<file path="config.mk">
export PLATFORM = sky130hd
export DESIGN_NAME = ea_xlate
export DESIGN_NICKNAME = d
export VERILOG_FILES = /design/src/rtl/xlt_pkg.sv /design/src/rtl/xlt_segfile.sv /design/src/rtl/xlt_blkmatch.sv /design/src/rtl/ea_xlate.sv
export SDC_FILE = /design/constraint.sdc
export NUM_CORES = 1
export LEC_CHECK = 0
export BUFFER_PORTS_ARGS = -buffer_cell sky130_fd_sc_hd__buf_2
export CAP_MARGIN = 30
export CORE_MARGIN = 2
export CORE_UTILIZATION = 40
export CTS_CLUSTER_DIAMETER = 40
export CTS_CLUSTER_SIZE = 28
export DETAILED_ROUTE_END_ITERATION = 7
export PLACE_DENSITY_LB_ADDON = 0.05
export SETUP_SLACK_MARGIN = 0.5
export SYNTH_ARGS = -nofsm -noshare
export SYNTH_HDL_FRONTEND = slang
export SYNTH_SLANG_ARGS = --single-unit
</file>
<file path="constraint.sdc">
create_clock -name clk -period 10.8 [get_ports clk]
set_input_delay 1.62 -clock clk [delete_from_list [all_inputs] [get_ports clk]]
set_output_delay 1.62 -clock clk [all_outputs]
set_load 0.02 [all_outputs]
</file>
<file path="src/rtl/xlt_pkg.sv">
package xlt_pkg;
   // Target of a register-port write.
   typedef enum logic {
      WT_SEG = 1'b0,
      WT_BLK = 1'b1
   } wr_tgt_e;
endpackage

</file>
<file path="src/rtl/xlt_segfile.sv">
module xlt_segfile #(
   parameter int NSEG   = 16,
   parameter int VSID_W = 24,
   parameter int IDX_W  = 4,
   parameter int SEL_W  = 4
) (
   input  logic              clk,
   input  logic              rst_n,
   input  logic              we,
   input  logic [IDX_W-1:0]  widx,
   input  logic [VSID_W-1:0] wdata,
   input  logic [SEL_W-1:0]  rsel,
   output logic [VSID_W-1:0] rvsid
);
   logic [VSID_W-1:0] seg_q [NSEG];

   for (genvar g = 0; g < NSEG; g++) begin : g_seg
      always_ff @(posedge clk) begin
         if (!rst_n)
            seg_q[g] <= '0;
         else if (we && widx == IDX_W'(g))
            seg_q[g] <= wdata;
      end
   end

   assign rvsid = seg_q[rsel];
endmodule

</file>
<file path="src/rtl/xlt_blkmatch.sv">
module xlt_blkmatch #(
   parameter int NBLK   = 4,
   parameter int BASE_W = 15,
   parameter int MASK_W = 11,
   parameter int IDX_W  = 4,
   localparam int DW    = 1 + 2*BASE_W + MASK_W
) (
   input  logic              clk,
   input  logic              rst_n,
   input  logic              we,
   input  logic [IDX_W-1:0]  widx,
   input  logic [DW-1:0]     wdata,
   input  logic [BASE_W-1:0] ea_hi,
   output logic              hit,
   output logic [BASE_W-1:0] pa_hi
);
   logic              vld_q [NBLK];
   logic [BASE_W-1:0] eb_q  [NBLK];
   logic [MASK_W-1:0] msk_q [NBLK];
   logic [BASE_W-1:0] pb_q  [NBLK];
   logic [NBLK-1:0]   hv;
   logic [BASE_W-1:0] pv    [NBLK];

   for (genvar g = 0; g < NBLK; g++) begin : g_ent
      logic [BASE_W-1:0] mfull;
      always_ff @(posedge clk) begin
         if (!rst_n) begin
            vld_q[g] <= 1'b0;
            eb_q[g]  <= '0;
            msk_q[g] <= '0;
            pb_q[g]  <= '0;
         end else if (we && widx == IDX_W'(g)) begin
            vld_q[g] <= wdata[DW-1];
            eb_q[g]  <= wdata[DW-2 -: BASE_W];
            msk_q[g] <= wdata[BASE_W +: MASK_W];
            pb_q[g]  <= wdata[BASE_W-1:0];
         end
      end
      assign mfull = BASE_W'(msk_q[g]);
      assign hv[g] = vld_q[g] && (((ea_hi ^ eb_q[g]) & ~mfull) == '0);
      assign pv[g] = (pb_q[g] & ~mfull) | (ea_hi & mfull);
   end

   // Lowest index wins: scan downward so the last assignment is the lowest hit.
   always_comb begin
      hit   = 1'b0;
      pa_hi = '0;
      for (int k = NBLK - 1; k >= 0; k--) begin
         if (hv[k]) begin
            hit   = 1'b1;
            pa_hi = pv[k];
         end
      end
   end
endmodule

</file>
<file path="src/rtl/ea_xlate.sv">
module ea_xlate
   import xlt_pkg::*;
#(
   parameter int EA_W   = 32,
   parameter int OFF_W  = 12,
   parameter int SEL_W  = 4,
   parameter int VSID_W = 24,
   parameter int NBLK   = 4,
   parameter int BASE_W = 15,
   parameter int MASK_W = 11,
   parameter int WIDX_W = 4,
   localparam int NSEG  = 1 << SEL_W,
   localparam int TAIL_W = EA_W - SEL_W,
   localparam int LOW_W = EA_W - BASE_W,
   localparam int VA_W  = VSID_W + TAIL_W,
   localparam int BLK_DW = 1 + 2*BASE_W + MASK_W,
   localparam int WD_W  = (BLK_DW > VSID_W) ? BLK_DW : VSID_W
) (
   input  logic              clk,
   input  logic              rst_n,
   input  logic              req_valid,
   input  logic [EA_W-1:0]   req_ea,
   input  logic              wr_en,
   input  logic              wr_priv,
   input  logic              wr_blk,
   input  logic [WIDX_W-1:0] wr_idx,
   input  logic [WD_W-1:0]   wr_data,
   output logic              out_valid,
   output logic              out_hit,
   output logic [EA_W-1:0]   out_pa,
   output logic [VA_W-1:0]   out_va
);
   if (MASK_W > BASE_W) begin : g_bad_mask
      $error("size mask wider than region base");
   end
   if (OFF_W + SEL_W >= EA_W) begin : g_bad_split
      $error("no page-index bits left in the address");
   end
   if (WIDX_W < SEL_W || NBLK > (1 << WIDX_W)) begin : g_bad_idx
      $error("write index too narrow");
   end

   wr_tgt_e           tgt;
   logic              seg_we, blk_we;
   logic [VSID_W-1:0] vsid;
   logic              b_hit;
   logic [BASE_W-1:0] b_pa_hi;

   assign tgt    = wr_tgt_e'(wr_blk);
   assign seg_we = wr_en && wr_priv && (tgt == WT_SEG);
   assign blk_we = wr_en && wr_priv && (tgt == WT_BLK);

   xlt_segfile #(
      .NSEG(NSEG), .VSID_W(VSID_W), .IDX_W(WIDX_W), .SEL_W(SEL_W)
   ) u_seg (
      .clk(clk), .rst_n(rst_n), .we(seg_we), .widx(wr_idx),
      .wdata(wr_data[VSID_W-1:0]), .rsel(req_ea[EA_W-1 -: SEL_W]),
      .rvsid(vsid)
   );

   xlt_blkmatch #(
      .NBLK(NBLK), .BASE_W(BASE_W), .MASK_W(MASK_W), .IDX_W(WIDX_W)
   ) u_blk (
      .clk(clk), .rst_n(rst_n), .we(blk_we), .widx(wr_idx),
      .wdata(wr_data[BLK_DW-1:0]), .ea_hi(req_ea[EA_W-1 -: BASE_W]),
      .hit(b_hit), .pa_hi(b_pa_hi)
   );

   always_ff @(posedge clk) begin
      if (!rst_n) begin
         out_valid <= 1'b0;
         out_hit   <= 1'b0;
         out_pa    <= '0;
         out_va    <= '0;
      end else begin
         out_valid <= req_valid;
         out_hit   <= req_valid && b_hit;
         out_pa    <= (req_valid && b_hit) ? {b_pa_hi, req_ea[LOW_W-1:0]} : '0;
         out_va    <= (req_valid && !b_hit) ? {vsid, req_ea[TAIL_W-1:0]} : '0;
      end
   end
endmodule

</file>
Yosys cells after proc, flatten, opt, wreduce, memory -nomap -nowiden
Memory sizes are Yosys's and may differ from the RTL's. A register that Yosys moved wholly into a read port is not among the register bits.
Cells that the tools add are included.
- register bits after elaboration: 86
- bits in writable memories: 552
- bits of input ports: 84
- output and inout port bits: 86
- logic and storage cells: 220
- memories kept: 5
- equality and inequality tests: 15
- muxes and demuxes: 101
- bitwise gates (word level): 57
- reductions and logical operators: 38
- memory list (name ; depth ; width ; read ports ; clocked after memory_dff ; wr ports ; line ; RTL):
    u_seg.seg_q ; 16 ; 24 ; 1 ; 1 ; 16 ; xlt_segfile.sv:15 ; logic [VSID_W-1:0] seg_q [NSEG];
    u_blk.eb_q ; 4 ; 15 ; 4 ; 0 ; 4 ; xlt_blkmatch.sv:18 ; logic [BASE_W-1:0] eb_q [NBLK];
    u_blk.pb_q ; 4 ; 15 ; 4 ; 0 ; 4 ; xlt_blkmatch.sv:20 ; logic [BASE_W-1:0] pb_q [NBLK];
    u_blk.msk_q ; 4 ; 11 ; 4 ; 0 ; 4 ; xlt_blkmatch.sv:19 ; logic [MASK_W-1:0] msk_q [NBLK];
    u_blk.vld_q ; 4 ; 1 ; 4 ; 0 ; 4 ; xlt_blkmatch.sv:17 ; logic vld_q [NBLK];
- operator list (operator ; number):
    24-bit two-way mux ; 16
    15-bit two-way mux ; 12
    15-bit bitwise AND ; 8
    1-bit two-way mux ; 69
    15-bit by 11-bit bitwise AND with 15-bit output ; 4
    15-bit logical NOT ; 4
    11-bit NOT with 15-bit output ; 4
    15-bit bitwise OR ; 4
    15-bit bitwise XOR ; 4
    11-bit two-way mux ; 4
    4-bit equality test, second input constant ; 8
    1-bit bitwise OR ; 32
    1-bit logical AND ; 29
    4-bit by 3-bit equality test with 1-bit output, second input constant ; 4
    4-bit by 2-bit equality test with 1-bit output, second input constant ; 2
    4-bit by 1-bit equality test with 1-bit output, second input constant ; 1
    4-bit logical NOT ; 1
    2-bit AND reduction ; 2
    1-bit logical NOT ; 2
    1-bit NOT ; 1

Depth between registers and ports, before layout
An unclocked memory read counts as a cell.
- word-level depth: 13
- depth in mapped cells: 9

Hierarchy
From an unflattened synthesis, not the netlist that was laid out.
- cells, all modules: 1894
- area total of the unflattened synthesis: 28143.2 µm²
- modules (own cells, without submodules) (module ; instances ; cells an instance ; area each (µm²)):
    xlt_segfile ; 1 ; 1076 ; 17191.5
    xlt_blkmatch ; 1 ; 617 ; 8209.1
    ea_xlate ; 1 ; 201 ; 2742.6

Worst setup path after synthesis
Ideal clock, no wire load.
- kind: input port to flip-flop
- start: input wr_idx[2]
- end: memory u_blk.eb_q[1][0] (enable)
- arrival time: 5018 ps
- data required time: 10300 ps
- setup slack: 5283 ps
- cell stages on the path: 3
- path buffers: 0
- cell sequence: nor2_1 -> nand4_1 -> o21ai_0
- RTL lines (what ; line ; RTL):
    start, declared ; ea_xlate.sv:26 ; input logic [WIDX_W-1:0] wr_idx,
    end, declared ; xlt_blkmatch.sv:18 ;

Worst setup path in the final report
- start: input req_ea[29]
- end: register out_va[45] (read register of u_seg.seg_q)
- cells in the longest elaborated chain, start to end: 12
- elaborated cells on any way between the ends: 24
- those cells by class: mux (4); bitwise (8); reduce/logical (12)
- RTL lines (what ; line ; RTL):
    start, declared ; ea_xlate.sv:22 ; input logic [EA_W-1:0] req_ea,
    15-bit bitwise XOR ; xlt_blkmatch.sv:40 ; assign hv[g] = vld_q[g] && (((ea_hi ^ eb_q[g]) & ~mfull) == '0);
    15-bit bitwise AND ; xlt_blkmatch.sv:40 ;
    15-bit logical NOT ; xlt_blkmatch.sv:40 ;
    1-bit logical AND ; xlt_blkmatch.sv:40 ;
    1-bit two-way mux (4 in a row) ; xlt_blkmatch.sv:49 ; if (hv[k]) begin
    1-bit logical NOT ; ea_xlate.sv:79 ; out_va <= (req_valid && !b_hit) ? {vsid, req_ea[TAIL_W-1:0]} : '0;
    1-bit logical AND ; ea_xlate.sv:79 ;
    2-bit AND reduction (no line) ; - ;
    1-bit logical NOT (no line) ; - ;
    end, declared ; ea_xlate.sv:31 ; output logic [VA_W-1:0] out_va
Several ways; a longest one is shown, not always the timed one.
A chain may end at the register's enable or synchronous reset.

==> qor.yml <==
outcome: "finished, final reports clean"
firstDrtPassIters: 5
die_w_um: 268
min_period_ns: 4.40
ys_types: 46
vdd_drop_max_mv: 0.108
vias: 15851
crit_arrival_ns: 4.91
core_um2: 68700
postCtsSetupBuffers: 0
crit_family: "simple AND/OR/NAND/NOR gates"
crit_buf_inv: 2
start_kind: "input port"
synth.area.top_cells: "edfxtp_1 60%, and2_1 13%, mux4_2 9.7%"
synth_top_flop_cell: "edfxtp_1"
yosys.area.top_type: "edfxtp_1"
cts.path.max_buffers: 3
grt_use_total_pct: 23.2
hpwl_mm: 50.7
clk_pin_slew_ns: 0.06
grt-ovfl-total: 0
die_h_um: 268
hold_buffers: 0
netlist.area_leader.share_pct: 59.5
combinationalPowerShare_pct: 6.0
fmax_mhz: 227
worstSkewPairLatency_ns: 0.65
switchingPower_w: 0.00153
fin_area_um2: 33500
cts-root-buf: "clkbuf_16"
netlist_instances: 1862
drt-initial-drc-count: 1306
finalClockSkew_ns: 0.0183
routed_wl_mm: 82.1
setup_viol: 0
via_per_inst: 5.20
routedWlPerCell_um: 26.9
ios: 170
cp-end-kind: "flip-flop"
min_path_type: "flip-flop to flip-flop"
numCtsBuffers: 106
synthArstFlopShare_pct: 0
grt_pass1_vias: 16308
syn-num-nets: 1946
rsz0062_at_grt: "no"
leakage_nw: 12.1
htree_levels: 3
fin_util_pct: 48.7
seq_area_frac_synth_pct: 65.8
power_density_nw_per_um2: 200
cts_sinks: 638
cap_violations: 0
worstMarginPinSlew_ns: 1.03
drive_gt1_share_pct: 26.7
p_sw_share_pct: 23.0
path_max_fanout: 54
p_int_w: 0.00514
crit_path_top_delay_cell: "buf_4"
nFillCells: 5927
syn_area_per_cell_um2: 14.9
layout.nets: 2106
placed_area_um2: 29800
critPathMaxStageDelay_ns: 0.67
path_common_cell: "buf_4"
row_count: 96
worstPathCellList: "buf_4, xnor2_1, nand3_1, nor3_2, nand3_2, nand4_4, buf_4, nor2b_1"
postSynthRegisterBits: 638
routabilityCongestion: 0.789
grt_pass1_wl_mm: 118
maxSlewViolCount: 0
power_frac_clock_pct: 51.4
drc: 0
max_slew_margin_pct: 31.4
start_util_pct: 40.5
dieArea_um2: 71600
antenna_found_initial: 8
grt_max_degree: 56
yosysWarningCount: 0
port_buffers: 169
seq_power_share_pct: 42.6
final.setup.tns_ns: 0
area_growth_pct: 20.3
synth_edf_count: 551
post_cts_resized: 0
cp.required_ns: 11.31
synth_area_um2: 27800
fin_crit_sh_pct: 40.8
crit_type: "input port to flip-flop"
hold_violations: 0
cts_tree: "built"
ant_nets: 0
==> per-stage QoR <==
stage / setup WS [ns] / hold WS (ns) / std cells / total power, W
floorplan: 5.28 / 0.446 / 1862 / 0.00312
detailed placement: 5.73 / 0.461 / 2845 / 0.00330
global route: 6.18 / 0.536 / 3045 / 0.00688
finish: 6.40 / 0.486 / 3048 / 0.00668
global placement: 5.86 / 0.470 / 2842 / 0.00330
CTS: 6.42 / 0.482 / 3045 / 0.00674
==> placed cells by master, fill, tap and decap left out, types with 15 or more instances in the layout <==
| cell | count |
|---|---|
| dfxtp_1 | 87 |
| buf_4 | 37 |
| inv_1 | 30 |
| o21ai_4 | 16 |
| and2_1 | 569 |
| nor2b_1 | 24 |
| xnor2_1 | 54 |
| clkbuf_16 | 108 |
| buf_2 | 167 |
| mux4_2 | 120 |
| o22ai_1 | 18 |
| nor2_1 | 44 |
| clkbuf_1 | 17 |
| a211oi_1 | 15 |
| mux2i_1 | 22 |
| edfxtp_1 | 551 |
==> Yosys cell counts, types with 8 or more instances <==
cell type and n:
a211oi_1 15, a21oi_1 11, a32oi_1 11, and2_1 569
buf_2 29, buf_4 10, clkbuf_1 112, dfxtp_1 87
edfxtp_1 551, inv_1 30, mux2_2 11, mux2i_1 22
mux4_2 120, nand2_1 12, nand3b_1 8, nand4_1 9
nor2_1 64, nor2b_1 24, o21ai_0 32, o221a_1 11
o22ai_1 18, xnor2_1 54
==> final cells by class <==
cell class              count  area [µm²]  share of cell area [%]
inverters                  30         113                   0.337
repair buffers            208        1190                    3.55
clock inverters            70         830                    2.48
diodes                      3        7.51                  0.0224
multi-input cells        1038        9030                    27.0
flip-flops and latches    638       18300                    54.7
well taps                 931        1160                    3.48
clock buffers             130        2840                    8.47
==> tightest hold or removal path: stages, from the launching register on <==
cell,delay (ns)
dfxtp_1,0.32
inv_1,0.04
o21ai_0,0.07
==> per-layer routing <==
metal / track usage (%) / vias to the layer above / routed length (µm)
met5: 0 / - / 0
met4: 6.72 / 0 / 1800
met1: 31.0 / 8199 / 35400
li1: - / 7123 / -
met2: 39.4 / 419 / 41100
met3: 3.53 / 110 / 3750
==> final timing paths <==
kind                                  startpoint                      to  slack (ns)  depth (start not counted)
setup / recovery                      req_ea[29]   out_va[45]$_SDFF_PN0_        6.40                          8
hold / removal            u_blk.vld_q[2]$_DFF_P_  u_blk.vld_q[2]$_DFF_P_        0.49                          2
setup reg to reg  u_blk.eb_q[1][8]$_SDFFCE_PN0P_   out_va[45]$_SDFF_PN0_        7.40                          7
hold reg to reg           u_blk.vld_q[2]$_DFF_P_  u_blk.vld_q[2]$_DFF_P_        0.49                          2
==> logic make-up after synthesis <==
logic type,count (synthesis),share of synthesized area (%)
and+or+nand+nor,711,15.6
xor gates and xnor gates,60,1.89
buffers and inverters,186,2.86
AOI/OAI and AO/OA,114,2.95
DFF,638,65.8
muxes,153,11.0
==> sequential cells by signal, indices dropped and copies added (netlist names) <==
name,cells
u_blk.vld_q,4
u_blk.pb_q,60
u_blk.eb_q,60
out_pa,32
out_hit,1
out_va,52
out_valid,1
u_seg.seg_q,384
u_blk.msk_q,44
==> power by group through the flow <==
stage,sequential [W],combinational (W),clock [W]
after global routing,0.00286,0.000424,0.00360
final,0.00285,0.000399,0.00343
after detailed placement,0.00289,0.000406,0
after global placement,0.00289,0.000404,0
after floorplan,0.00289,0.000230,0
after CTS,0.00285,0.000407,0.00349
No activity file was read; power rests on OpenSTA's default activity.
